`config.mk`:
```
export PLATFORM = sky130hd
export DESIGN_NAME = dma_pair_arbiter
export DESIGN_NICKNAME = d
export VERILOG_FILES = /design/src/rtl/dma_arb_pkg.sv /design/src/rtl/dma_req_select.sv /design/src/rtl/dma_idle_hold.sv /design/src/rtl/dma_chan_pick.sv /design/src/rtl/dma_pair_arbiter.sv
export SDC_FILE = /design/constraint.sdc
export NUM_CORES = 1
export LEC_CHECK = 0
export ABC_CLOCK_PERIOD_IN_PS = 1650
export BUFFER_PORTS_ARGS = -buffer_cell sky130_fd_sc_hd__buf_2
export CAP_MARGIN = 20
export CORE_AREA = 3 3 40 42
export DETAILED_ROUTE_END_ITERATION = 7
export DIE_AREA = 0 0 43 45
export PLACE_DENSITY_LB_ADDON = 0.1
export SETUP_SLACK_MARGIN = 0.02
export SLEW_MARGIN = 20
export SYNTH_ARGS = -nofsm -noshare
export SYNTH_HDL_FRONTEND = slang
export SYNTH_HIERARCHICAL = 1
export SYNTH_SLANG_ARGS = --single-unit
```
`constraint.sdc`:
```
create_clock -name clk -period 1.65 [get_ports clk]
set_input_delay 0.165 -clock clk [delete_from_list [all_inputs] [get_ports clk]]
set_output_delay 0.165 -clock clk [all_outputs]
set_load 0.01 [all_outputs]
```
`src/rtl/dma_arb_pkg.sv`:
```
package dma_arb_pkg;

  typedef enum logic [1:0] {
    PH_IDLE    = 2'd0,
    PH_FETCH   = 2'd1,
    PH_DEPOSIT = 2'd2
  } phase_e;

  // Winner among eligible channels: a differing priority decides,
  // otherwise the round-robin pointer decides.
  function automatic logic pick_winner(input logic [1:0] elig,
                                       input logic [1:0] prio_hi,
                                       input logic       rr);
    logic w;
    case (elig)
      2'b01:   w = 1'b0;
      2'b10:   w = 1'b1;
      2'b11:   w = (prio_hi[0] != prio_hi[1]) ? prio_hi[1] : rr;
      default: w = rr;
    endcase
    return w;
  endfunction

  // Next value of an idle-state counter.
  function automatic int unsigned hold_next(input int unsigned cur,
                                            input logic        arm,
                                            input int unsigned n_idle);
    int unsigned nx;
    if (arm)          nx = n_idle;
    else if (cur > 0) nx = cur - 1;
    else              nx = 0;
    return nx;
  endfunction

endpackage

```
`src/rtl/dma_req_select.sv`:
```
module dma_req_select #(
  parameter int NCH = 2
) (
  input  logic [NCH-1:0] ext_req,
  input  logic           timer_req,
  input  logic [NCH-1:0] src_sel,
  output logic [NCH-1:0] req_eff
);
  for (genvar c = 0; c < NCH; c++) begin : g_mux
    assign req_eff[c] = src_sel[c] ? timer_req : ext_req[c];
  end
endmodule

```
`src/rtl/dma_idle_hold.sv`:
```
module dma_idle_hold #(
  parameter int IDLE_STATES = 2,
  parameter int CNT_W       = $clog2(IDLE_STATES + 1)
) (
  input  logic clk,
  input  logic rst_n,
  input  logic arm,
  output logic blocked
);
  import dma_arb_pkg::*;

  logic [CNT_W-1:0] cnt_q;
  int unsigned      cnt_nx;

  always_comb cnt_nx = hold_next(int'(cnt_q), arm, IDLE_STATES);

  always_ff @(posedge clk or negedge rst_n) begin
    if (!rst_n) cnt_q <= '0;
    else        cnt_q <= CNT_W'(cnt_nx);
  end

  // Blocked in the deposit cycle itself and while more than one idle state remains.
  assign blocked = arm || (int'(cnt_q) > 1);

  // the counter never exceeds the configured number of idle states
  a_r3_cnt_bound: assert property (@(posedge clk) disable iff (!rst_n)
    int'(cnt_q) <= IDLE_STATES);
endmodule

```
`src/rtl/dma_chan_pick.sv`:
```
module dma_chan_pick (
  input  logic [1:0] elig,
  input  logic [1:0] prio_hi,
  input  logic       rr,
  output logic       win,
  output logic       any
);
  import dma_arb_pkg::*;

  assign win = pick_winner(elig, prio_hi, rr);
  assign any = |elig;

  // a winner is always one of the eligible channels
  always_comb begin
    if (any) a_r1_win_eligible: assert (elig[win]);
  end
endmodule

```
`src/rtl/dma_pair_arbiter.sv`:
```
module dma_pair_arbiter #(
  parameter int IDLE_STATES = 2
) (
  input  logic       clk,
  input  logic       rst_n,
  input  logic [1:0] ext_req,
  input  logic       timer_req,
  input  logic [1:0] src_sel,
  input  logic [1:0] prio_hi,
  input  logic [1:0] dst_sync,
  output logic       grant,
  output logic       chan_id,
  output logic       deposit,
  output logic       idle
);
  import dma_arb_pkg::*;

  localparam int NCH   = 2;
  localparam int CNT_W = $clog2(IDLE_STATES + 1);

  phase_e         phase_q, phase_d;
  logic           chan_q, chan_d;
  logic           rr_q, rr_d;
  logic [NCH-1:0] req_eff, arm, blocked, elig;
  logic           boundary, win, any_elig;

  dma_req_select #(.NCH(NCH)) u_sel (
    .ext_req  (ext_req),
    .timer_req(timer_req),
    .src_sel  (src_sel),
    .req_eff  (req_eff)
  );

  for (genvar c = 0; c < NCH; c++) begin : g_hold
    assign arm[c] = (phase_q == PH_DEPOSIT) && (chan_q == 1'(c)) && dst_sync[c];

    dma_idle_hold #(.IDLE_STATES(IDLE_STATES), .CNT_W(CNT_W)) u_hold (
      .clk    (clk),
      .rst_n  (rst_n),
      .arm    (arm[c]),
      .blocked(blocked[c])
    );

    // a blocked channel is never the one fetching in the following cycle
    a_r3_blocked_no_fetch: assert property (@(posedge clk) disable iff (!rst_n)
      blocked[c] |=> !(grant && !deposit && chan_id == 1'(c)));
  end

  assign elig     = req_eff & ~blocked;
  assign boundary = (phase_q != PH_FETCH);

  dma_chan_pick u_pick (
    .elig   (elig),
    .prio_hi(prio_hi),
    .rr     (rr_q),
    .win    (win),
    .any    (any_elig)
  );

  always_comb begin
    phase_d = phase_q;
    chan_d  = chan_q;
    rr_d    = rr_q;
    if (phase_q == PH_FETCH) begin
      phase_d = PH_DEPOSIT;
    end else if (any_elig) begin
      phase_d = PH_FETCH;
      chan_d  = win;
      rr_d    = ~win;
    end else begin
      phase_d = PH_IDLE;
    end
  end

  always_ff @(posedge clk or negedge rst_n) begin
    if (!rst_n) begin
      phase_q <= PH_IDLE;
      chan_q  <= 1'b0;
      rr_q    <= 1'b0;
    end else begin
      phase_q <= phase_d;
      chan_q  <= chan_d;
      rr_q    <= rr_d;
    end
  end

  assign grant   = (phase_q != PH_IDLE);
  assign chan_id = chan_q;
  assign deposit = (phase_q == PH_DEPOSIT);
  assign idle    = (phase_q == PH_IDLE);

  // a fetch cycle is followed by a deposit cycle of the same channel
  a_r2_fetch_then_deposit: assert property (@(posedge clk) disable iff (!rst_n)
    (grant && !deposit) |=> (grant && deposit && $stable(chan_id)));

  // a priority contest goes to the high-priority channel
  a_r1_high_wins: assert property (@(posedge clk) disable iff (!rst_n)
    (boundary && (&elig) && (prio_hi[0] != prio_hi[1])) |=> (chan_id == $past(prio_hi[1])));

  // an equal-priority contest goes to the channel the turn pointer names
  a_r8_turn_taken: assert property (@(posedge clk) disable iff (!rst_n)
    (boundary && (&elig) && (prio_hi[0] == prio_hi[1])) |=> (chan_id == $past(rr_q)));

  // nothing eligible at a decision point leaves the bus idle
  a_r10_quiet_idle: assert property (@(posedge clk) disable iff (!rst_n)
    (boundary && !any_elig) |=> (idle && !grant));

  // a running transfer is never cut between fetch and deposit
  a_r7_no_split: assert property (@(posedge clk) disable iff (!rst_n)
    (grant && !deposit) |=> grant);
endmodule

```
# After elaboration in Yosys (flattened, before gate mapping)
# Cells that the tools add are included.
# Widths: inputs -> output; s select.
# totals
wordCells	42
ff_bits	8
in_bits	11
output_inout_bits	4
# op_classes
bitwise_logic	5
eq_ne	6
order_cmp	4
add_sub_neg	2
reduce_logical	10
n_mux	10
# op_table
cell	n
$mux 2	5
$gt 2x1->1 const B	4
$eq 2x2->1 const B	3
$eq 2x1->1 const B	2
$logic_and 1x1->1	4
$mux 1	4
$sub 2x1->2 const B	2
$not 1->1	3
$pmux 1 s3	1
$and 2x2->2	1
$logic_not 2->1	1
$logic_or 1x1->1	2
$not 2->2	1
$reduce_and 2->1	1
$reduce_bool 2->1	1
$reduce_or 2->1	1
$ne 1x1->1	1

# Logic depth before layout (Yosys ltp)
# Gate-level depths: netlist (run 1).
# logic_depth
depth_word	9
mapped_depth	8
depth_no_buf	8

# By module
# The synthesis (run 1) kept the hierarchy.
# by_module_without_submodules
mod	instances	cells_each	area_per_inst_um2
dma_pair_arbiter	1	18	203.9
dma_idle_hold	2	5	77.6
dma_chan_pick	1	7	33.8
dma_req_select	1	2	26.3

# Least setup slack after synthesis (run 1)
# No wires, ideal clock.
# synth_path
path_type	reg-to-reg
from	register phase_q[1]
to	register chan_q (netlist: chan_id)
stages_incl_launch_ff	8
period_less_slack_ps	1800
t_arrival_ps	1675
slack_ps	-150
required_time_ps	1525
cell_sequence	dfrtp_1 > nor2b_1 > and3b_1 > or2_1 > nor2b_1 > or2_1 > nand2b_4 > mux2_4
# synth_between
elab_chain_cells	8
word_cells_on_any_way	17
cone_classes	5 x eq/ne; 1 x mux; 3 x bitwise; 8 x reduce/logical
# synth_rtl
item	line_no	source
start, declared	dma_pair_arbiter.sv:21	phase_e phase_q, phase_d;
start signal, assigned	dma_pair_arbiter.sv:81	phase_q <= phase_d;
$eq 2x2->1	-	
via deposit	dma_pair_arbiter.sv:13	output logic deposit,
$logic_and 1x1->1 (2 in a row)	dma_pair_arbiter.sv:35	assign arm[c] = (phase_q == PH_DEPOSIT) && (chan_q == 1'(c)) && dst_sync[c];
via arm[0]	dma_pair_arbiter.sv:24	logic [NCH-1:0] req_eff, arm, blocked, elig;
$logic_or 1x1->1	dma_idle_hold.sv:23	assign blocked = arm || (int'(cnt_q) > 1);
via blocked[0]	dma_pair_arbiter.sv:24	
$not 2->2	dma_pair_arbiter.sv:49	assign elig = req_eff & ~blocked;
$and 2x2->2	dma_pair_arbiter.sv:49	
via elig[0]	dma_pair_arbiter.sv:24	
$reduce_or 2->1	dma_chan_pick.sv:11	assign any = |elig;
via any_elig	dma_pair_arbiter.sv:25	logic boundary, win, any_elig;
$reduce_and 2->1 (no line)	-	
end signal, assigned	dma_pair_arbiter.sv:82	chan_q <= chan_d;
end, declared	dma_pair_arbiter.sv:22	logic chan_q, chan_d;
# The timed path passes the listed nets, and every way through them passes these cells.
# A chain may end at the register's enable or synchronous reset.

# Worst setup path in the final report (run 1)
# layout_path
from	register phase_q[1]
to	register chan_q (netlist: chan_id)
# layout_between
elab_chain_cells	8
word_cells_on_any_way	17
cone_classes	5 x eq/ne; 1 x mux; 3 x bitwise; 8 x reduce/logical
# layout_rtl
item	line_no	source
$eq 2x2->1 (*)	dma_pair_arbiter.sv:35	
$logic_and 1x1->1 (*) (2 in a row)	dma_pair_arbiter.sv:35	
via arm[0]	dma_pair_arbiter.sv:24	
$logic_or 1x1->1 (*)	dma_idle_hold.sv:23	
via blocked[0]	dma_pair_arbiter.sv:24	
$not 2->2 (*)	dma_pair_arbiter.sv:49	
$and 2x2->2 (*)	dma_pair_arbiter.sv:49	
via elig[0]	dma_pair_arbiter.sv:24	
$eq 2x2->1 or $eq 2x1->1 (tied branches)	dma_arb_pkg.sv:15	case (elig)
$pmux 1 s3 (*)	dma_arb_pkg.sv:15	
via win	dma_pair_arbiter.sv:25	
# Mark *: on every way through the listed nets, which the timed path passes. The rest lies on a longest branch.

==> results of run 1 <==
==> layout by cell type, fill, tap and decap left out, types with 2 or more instances in the layout <==
cell type	synthesis	final
buf_2	0	14
dfrtp_1	8	8
buf_4	0	8
inv_1	5	4
clkbuf_4	0	3
nor2b_4	1	2
o21ai_0	2	2
mux2_4	2	2
or2_1	3	2
nor3b_2	2	2
a21o_2	2	2
==> through the flow <==
| stage | total power [mW] | instance area (um^2) | hold slack, ps | setup slack (ps) |
|---|---|---|---|---|
| finish | 0.932 | 623 | 283 | -77.0 |
| global route | 0.998 | 623 | 322 | -131 |
| CTS | 0.938 | 617 | 295 | -64.9 |
| detailed placement | 0.751 | 568 | 18.6 | -111 |
| global placement | 0.732 | 568 | 12.6 | -41.0 |
| floorplan | 0.564 | 427 | -131 | -67.7 |
==> cell type report <==
type,instances,area (um^2)
Clock buffer,3,22.5
Inverter,5,18.8
Sequential cell,8,200
Multi-Input combinational cell,24,223
Fill cell,121,662
Timing Repair Buffer,23,140
Tap cell,15,18.8
==> critical path, delay by kind of cell (launching register included) <==
family          cells  cell delay [ps]
simple gates        4              720
flops               1              370
mux                 1              270
compound gates      2              200
buf+inv             1               60
==> cells in the mapped netlist, types with 2 or more instances <==
library cell	instances	area, um^2
dfrtp_1	8	200
inv_1	5	18.8
nor2b_1	3	18.8
or2_1	3	18.8
a21o_2	2	17.5
mux2_4	2	30.0
nor3b_2	2	25.0
o21ai_0	2	10.0
==> power groups by stage <==
stage	clock (mW)	combinational [mW]	sequential, mW
global route	0.160	0.519	0.319
global placement	0	0.421	0.311
CTS	0.154	0.471	0.313
detailed placement	0	0.438	0.314
finish	0.149	0.471	0.312
floorplan	0	0.241	0.323
==> repair_timing <==
item	4_1_cts	5_1_grt
endpoints found under the setup margin	2	2
pin swaps	1	1
hold buffers	1	0
buffers inserted	1	0
hold endpoints to repair	8	0
resized for setup	3	2
==> worst paths after layout <==
| check | slack (ps) | end | start |
|---|---|---|---|
| max | -80 | chan_id | phase_q[1] |
| max in group asynchronous | 1200 | rr_q | rst_n |
| min in group clk | 330 | g_hold[1].u_hold/cnt_q[0] | dst_sync[1] |
| min reg2reg | 440 | g_hold[1].u_hold/cnt_q[0] | g_hold[1].u_hold/cnt_q[0] |
| max reg2reg | -80 | chan_id | phase_q[1] |
| min | 280 | g_hold[1].u_hold/cnt_q[0] | rst_n |
==> registers in the layout, indices dropped and copies added, names as in the netlist <==
signal,flops
rr_q,1
phase_q,2
chan_id,1
g_hold.u_hold/cnt_q,4
==> routing by layer <==
layer  vias to the layer above  routed length [um]  global-route usage [%]
li1                        175                   -                       -
met1                       160                 359                    12.4
met2                        19                 385                    15.3
met3                         2                  96                    2.79
met4                         0                   4                    7.23
met5                         -                   0                       0
==> cell families after synthesis <==
family / share of synthesized area (%)
buffers and inverters: 4.48
multiplexers: 9.85
AND/OR/NAND/NOR: 27.5
flip-flops: 47.8
AO/OA/AOI/OAI: 10.4
==> flow_metrics.py, run 1 <==
metrics = {
    "status": {
        "status": "finished, violations left",
        "violations": "negative setup slack",
    },
    "die": {
        "core_mm2": 0.00128,
        "num_rows": 13,
        "pin_count": 15,
        "start_util_pct": 32.6,
        "die_height_um": 45,
        "fp.dieW_um": 43,
        "die_area_mm2": 0.00194,
    },
    "sta": {
        "worst_slack_ps": -77.0,
        "post-route-period-util_pct": 105,
        "hold_viol": 0,
        "layout_min_cycle_time_ps": 1730,
        "drv_slew": 0,
        "finalSetupTns_ps": -105,
        "fmax_mhz": 579,
        "setup_viol": 2,
        "skew_ps": 2.61,
        "grt_setup_unrepaired": "yes",
        "tightest_slew_ps": 177,
        "max-slew-margin-rel_pct": 88.2,
    },
    "clock_network": {
        "insertion_delay_ps": 250,
        "clock_path_buffers": 2,
        "h-tree-depth": 1,
        "clock-sinks": 8,
        "tritoncts": "built",
        "clk_pin_slew_worst_paths_ps": 50,
        "clockRootBuffer": "clkbuf_4",
        "cts_made_buffers": 3,
    },
    "power": {
        "pwr_density_cell_mw_per_mm2": 1500,
        "power_switching_mw": 0.303,
        "pwr-share-seq_pct": 33.5,
        "peakVddDrop_v": 0.000514,
        "leakage_nw": 0.362,
        "p_int_mw": 0.629,
        "power_frac_comb_pct": 50.5,
        "clockPowerShare_pct": 16.0,
        "sw_frac_of_total_pct": 32.5,
    },
    "setup_path": {
        "crit_slowest_cell": "dfrtp_1",
        "cpPeakStageDelay_ps": 370,
        "cp-start-kind": "register",
        "crit_required_ps": 1790,
        "critPathKind": "register to register",
        "crit_chain": "nor2b_4 > and3b_1 > or2_1 > nor2b_2 > inv_2 > a21oi_2 > a31oi_2 > mux2_4",
        "end_kind": "register",
        "crit_fanout": 3,
        "crit_arrival_ps": 1860,
        "r2r_cells": 8,
    },
    "cells_and_area": {
        "drive_above_1_share_pct": 63.5,
        "fin_nets": 76,
        "n_antenna_cell": 0,
        "final_cells": 78,
        "area_growth_pct": 48.7,
        "postLayoutCoreUtil_pct": 48.5,
    },
    "logic_synthesis": {
        "synth_seq_cells": 8,
        "netlist_instances": 37,
        "synth_nets": 48,
        "synth_edf_count": 0,
        "synthDistinctLibCells": 18,
        "yosysWarnings": 6,
        "synth-seq-area-share_pct": 47.8,
        "synth_flop_cell": "dfrtp_1",
        "syn-cell-area_um2": 419,
        "synthArstFlopShare_pct": 100,
        "syn_avg_cell_area_um2": 11.3,
    },
    "grt": {
        "antenna_found_initial": 0,
        "grt_pass1_vias": 335,
        "grt_max_degree": 9,
        "grt_pass1_wl_um": 1390,
        "grt.total_usage_pct": 10.1,
        "grt_overflow": 0,
    },
    "detailed_routing": {
        "vias": 356,
        "drt_drc_violations_left": 0,
        "drt_iter0_markers": 1,
        "wl_per_cell_um": 10.8,
        "wl_um": 845,
        "ant_nets": 0,
        "viasPerCell": 4.56,
        "drt_pre_antenna_iters": 4,
    },
    "place": {
        "gp_congestion": 0.690,
        "dp_hpwl_um": 700,
        "place_inst": 73,
        "port_buffers": 14,
    },
    "job": {
        "cap_violations": 0,
    },
    "min_path": {
        "hold_path.class": "input pin to asynchronous set/reset pin",
    },
}
Power figures use the tool's default switching activity.
==> run 2, diff against run 1 <==
==> constraint.sdc (replaced) <==
create_clock -name clk -period 1.65 [get_ports clk]
set_input_delay 0.165 -clock clk [delete_from_list [all_inputs] [get_ports clk]]
set_output_delay 0.165 -clock clk [all_outputs]
set_load 0.05 [all_outputs]
==> flow_metrics.py, run 2 (same netlist as run 1, synthesis figures left out) <==
metrics = {
    "power": {
        "power_switching_mw": 0.479,
        "leakage_nw": 0.365,
        "peakVddDrop_v": 0.000592,
        "pwr-share-seq_pct": 29.0,
        "clockPowerShare_pct": 14.2,
        "p_int_mw": 0.647,
        "power_frac_comb_pct": 56.7,
        "sw_frac_of_total_pct": 42.5,
        "pwr_density_cell_mw_per_mm2": 1750,
    },
    "sta": {
        "finalSetupTns_ps": -24.8,
        "drv_slew": 0,
        "layout_min_cycle_time_ps": 1670,
        "hold_viol": 0,
        "max-slew-margin-rel_pct": 83.5,
        "whs_ps": 277,
        "tightest_slew_ps": 250,
        "post-route-period-util_pct": 102,
        "worst_slack_ps": -24.8,
        "fmax_mhz": 597,
        "setup_viol": 1,
        "skew_ps": 6.03,
        "grt_setup_unrepaired": "yes",
    },
    "detailed_routing": {
        "drt_pre_antenna_iters": 3,
        "wl_per_cell_um": 10.5,
        "wl_met1_um": 377,
        "route.met2.wl_um": 331,
        "drt_drc_violations_left": 0,
        "ant_nets": 0,
        "top_layer": "met4",
        "viasPerCell": 4.43,
        "drt_iter0_markers": 3,
        "wl_um": 826,
        "dr_wl_met3_um": 84,
        "vias": 350,
    },
    "setup_path": {
        "r2r_cells": 8,
        "cp-start-kind": "register",
        "crit_fanout": 3,
        "end_kind": "register",
        "reg2reg_from": "phase_q[1]",
        "reg2reg_to": "chan_id",
        "critPathKind": "register to register",
        "crit_required_ps": 1790,
        "crit_arrival_ps": 1820,
        "r2r_slack_ps": -20,
    },
    "die": {
        "pin_count": 15,
        "fp.dieW_um": 43,
        "num_rows": 13,
        "die_height_um": 45,
        "core_mm2": 0.00128,
        "die_area_mm2": 0.00194,
        "start_util_pct": 32.6,
    },
    "cells_and_area": {
        "largest_reg_flops": 4,
        "max_flop_register": "g_hold.u_hold/cnt_q",
        "drive_above_1_share_pct": 68.8,
        "fillers": 118,
        "n_antenna_cell": 0,
        "fin_nets": 76,
        "area_growth_pct": 53.4,
        "final_common_cell": "buf_2",
        "layout_common_cells": "buf_2 (14), buf_4 (8), dfrtp_1 (7), inv_1 (5), clkbuf_4 (3)",
        "reg.largest.list": "g_hold.u_hold/cnt_q: 4 flops, phase_q: 2 flops",
    },
    "clock_network": {
        "clk_pin_slew_worst_paths_ps": 60,
        "cts_made_buffers": 3,
        "insertion_delay_ps": 260,
        "tritoncts": "built",
        "clock_path_buffers": 2,
        "clockRootBuffer": "clkbuf_4",
        "clock-sinks": 8,
        "h-tree-depth": 1,
    },
    "grt": {
        "antenna_found_initial": 0,
        "grt_overflow": 0,
        "grt.total_usage_pct": 10.3,
        "grt_pass1_vias": 350,
        "grt_max_degree": 9,
        "grt_pass1_wl_um": 1410,
    },
    "status": {
        "violations": "negative setup slack",
        "status": "finished, violations left",
    },
    "place": {
        "place_ws_ps": -62.1,
        "gp_congestion": 0.660,
        "dp_hpwl_um": 635,
        "port_buffers": 14,
    },
    "min_path": {
        "hold_path.class": "input pin to asynchronous set/reset pin",
    },
    "job": {
        "cap_violations": 0,
    },
}
==> run 2: what timing repair did <==
action / in CTS / in global routing
endpoints found under the setup margin: 2 / 2
pin swaps: 1 / 3
hold buffers: 1 / 0
setup buffers: 1 / 2
resized for setup: 3 / 7
hold endpoints to repair: 8 / 0
==> run 2: power groups by stage <==
stage	clock network [mW]	logic, mW	registers [mW]
3_3_place_gp	0	0.552	0.320
4_1_cts	0.170	0.584	0.322
5_1_grt	0.187	0.680	0.333
6_report	0.161	0.639	0.327
3_5_place_dp	0	0.561	0.325
2_1_floorplan	0	0.364	0.364
==> run 2: layout make-up <==
cell class	count	area [um^2]	share of cell area (%)
multi-input cells	24	238	37.0
flip-flops and latches	8	201	31.3
repair buffers	23	140	21.8
clock buffers	4	26.3	4.09
inverters	5	18.8	2.92
well taps	15	18.8	2.92
==> run 2: routing by layer <==
metal	global-route usage, %	vias to the layer above
met4	10.8	0
met1	11.2	153
met2	15.6	17
met5	0	-
li1	-	176
met3	3.19	4
==> run 2: through the flow <==
stage	util [%]	total power [mW]	std cells	instance area (um^2)
6_report	50.0	1.13	79	643
5_1_grt	50.0	1.20	79	643
4_1_cts	47.3	1.08	77	608
3_5_place_dp	43.1	0.886	71	554
3_3_place_gp	43.1	0.872	71	554
2_1_floorplan	-	0.728	37	428
==> run 2: worst max-delay path by stage <==
stage	from	end	slack, ps	cells past startpoint
6_report	phase_q[1]	chan_id	-20	8
5_1_grt	phase_q[1]	chan_id	-120	8
4_1_cts	phase_q[1]	chan_id	-20	8
3_5_place_dp	phase_q[1]	chan_id	-60	7
3_3_place_gp	phase_q[1]	chan_id	-40	7
2_1_floorplan	phase_q[1]	chan_id	-230	7
==> run 2: critical path, stage by stage, from the launching register on <==
cell	delay (ps)
dfrtp_1	370
nor2b_4	130
and3b_1	170
or2_1	230
nor2b_2	150
inv_1	70
a21oi_2	130
a31oi_2	60
mux2_4	270
==> run 3, diff against run 2 <==
--- a/config.mk
+++ b/config.mk
@@ -11,8 +11,9 @@
 export CORE_AREA = 3 3 40 42
 export DETAILED_ROUTE_END_ITERATION = 7
 export DIE_AREA = 0 0 43 45
-export PLACE_DENSITY_LB_ADDON = 0.1
+export PLACE_DENSITY = 0.53
 export SETUP_SLACK_MARGIN = 0.02
+export SKIP_LAST_GASP = 1
 export SLEW_MARGIN = 20
 export SYNTH_ARGS = -nofsm -noshare
 export SYNTH_HDL_FRONTEND = slang
==> flow_metrics.py, run 3 (same netlist as run 1, synthesis figures left out) <==
metrics = {
    "job": {
        "cap_violations": 0,
    },
    "place": {
        "gp_congestion": 0.650,
        "dp_hpwl_um": 571,
        "place_inst": 71,
        "port_buffers": 14,
    },
    "detailed_routing": {
        "vias": 343,
        "wl_um": 768,
        "route.met2.wl_um": 339,
        "ant_nets": 0,
        "drt_drc_violations_left": 0,
        "wl_per_cell_um": 9.85,
        "drt_iter0_markers": 0,
        "viasPerCell": 4.40,
        "dr_wl_met3_um": 83,
        "wl_met1_um": 330,
        "drt_pre_antenna_iters": 1,
        "top_layer": "met4",
    },
    "sta": {
        "max-slew-margin-rel_pct": 83.3,
        "layout_min_cycle_time_ps": 1690,
        "post-route-period-util_pct": 102,
        "drv_slew": 0,
        "setup_viol": 1,
        "tightest_slew_ps": 252,
        "grt_setup_unrepaired": "yes",
        "fmax_mhz": 593,
        "hold_viol": 0,
        "worst_slack_ps": -36.1,
        "skew_ps": 7.08,
    },
    "setup_path": {
        "cp-start-kind": "register",
        "crit_arrival_ps": 1830,
        "cpPeakStageDelay_ps": 370,
        "critPathKind": "register to register",
        "crit_fanout": 3,
        "crit_chain": "nor2b_4 > and3b_1 > or2_1 > nor2b_2 > inv_1 > a21oi_2 > a31oi_2 > mux2_4",
        "crit_required_ps": 1790,
        "crit_slowest_cell": "dfrtp_1",
        "end_kind": "register",
    },
    "grt": {
        "grt.total_usage_pct": 10.0,
        "antenna_found_initial": 0,
        "grt_overflow": 0,
        "grt_pass1_vias": 336,
        "grt_max_degree": 9,
        "grt_pass1_wl_um": 1340,
    },
    "clock_network": {
        "insertion_delay_ps": 250,
        "clockRootBuffer": "clkbuf_4",
        "clock-sinks": 8,
        "tritoncts": "built",
        "clk_pin_slew_worst_paths_ps": 60,
        "clock_path_buffers": 2,
        "h-tree-depth": 1,
        "cts_made_buffers": 3,
    },
    "power": {
        "pwr_density_cell_mw_per_mm2": 1730,
        "peakVddDrop_v": 0.000486,
        "total_power_mw": 1.09,
        "leakage_nw": 0.358,
    },
    "cells_and_area": {
        "n_antenna_cell": 0,
        "drive_above_1_share_pct": 65.1,
        "max_flop_register": "g_hold.u_hold/cnt_q",
        "layout_common_cells": "buf_2 (14), dfrtp_1 (7), buf_4 (7), inv_1 (5)",
        "largest_reg_flops": 4,
        "final_common_cell": "buf_2",
        "fin_nets": 75,
        "postLayoutCoreUtil_pct": 49.0,
        "reg.largest.list": "g_hold.u_hold/cnt_q: 4 flops, phase_q: 2 flops",
        "final_cells": 78,
        "fillers": 138,
        "area_growth_pct": 50.1,
    },
    "die": {
        "die_height_um": 45,
        "die_area_mm2": 0.00194,
        "pin_count": 15,
        "start_util_pct": 32.6,
        "core_mm2": 0.00128,
        "num_rows": 13,
        "fp.dieW_um": 43,
    },
    "status": {
        "violations": "negative setup slack",
        "status": "finished, violations left",
    },
    "min_path": {
        "hold_path.class": "input pin to asynchronous set/reset pin",
    },
}
==> run 3: cell count changes in the layout (fill, tap and decap cells not counted), sizes merged <==
cell and change:
buf -1
==> run 3: repair_timing <==
item | 4_1_cts | 5_1_grt
hold endpoints to repair | 8 | 0
buffers inserted | 1 | 1
gates resized for setup | 7 | 1
gates cloned | 0 | 0
hold buffers | 1 | 0
pin swaps | 4 | 1
setup endpoints to repair | 2 | 3
==> run 3: cell type report <==
type                    count  area (um^2)  share of cell area [%]
clock buffers               4         26.3                    4.17
inverters                   5         18.8                    2.98
multi-input cells          24          231                    36.8
flip-flops and latches      8          201                    32.0
well taps                  15         18.8                    2.98
repair buffers             22          133                    21.1
==> run 3: stage by stage <==
stage          hold slack, ps  setup TNS, ps  worst slack, ps  instance area, um^2
6_report                  275          -36.1            -36.1                  629
3_5_place_dp             16.6          -51.2            -51.2                  554
2_1_floorplan            -131           -268             -234                  428
4_1_cts                   268          -56.8            -56.8                  619
3_3_place_gp             16.5          -81.3            -58.4                  554
5_1_grt                   272           -204             -140                  629
==> run 3: power by group <==
| part | internal [mW] | leakage [nW] | switching (mW) |
|---|---|---|---|
| registers | 0.265 | 0.102 | 0.0577 |
| clock network | 0.0923 | 0.0150 | 0.0644 |
| logic | 0.268 | 0.240 | 0.340 |
==> run 3: routing by layer <==
metal,up-vias,global-route usage [%]
met3,2,3.59
li1,172,-
met4,0,9.04
met2,16,14.1
met5,-,0
met1,153,12.0
==> run 3: critical path: cells and delay by family (launching register included) <==
family	cells	cell delay (ps)
AND/OR/NAND/NOR	4	660
AO/OA/AOI/OAI	2	190
multiplexers	1	270
flip-flops	1	370
buffers and inverters	1	60
==> run 3: final timing paths <==
| check | start | end | slack (ps) | cells after the start |
|---|---|---|---|---|
| min in group clk | prio_hi[0] | rr_q | 320 | 5 |
| worst min register to register | g_hold[1].u_hold/cnt_q[0] | g_hold[1].u_hold/cnt_q[0] | 440 | 1 |
| worst min-delay path | rst_n | phase_q[1] | 270 | 2 |
| worst max-delay path | phase_q[1] | chan_id | -40 | 8 |
| max in group asynchronous | rst_n | chan_id | 1200 | 2 |
| worst max register to register | phase_q[1] | chan_id | -40 | 8 |
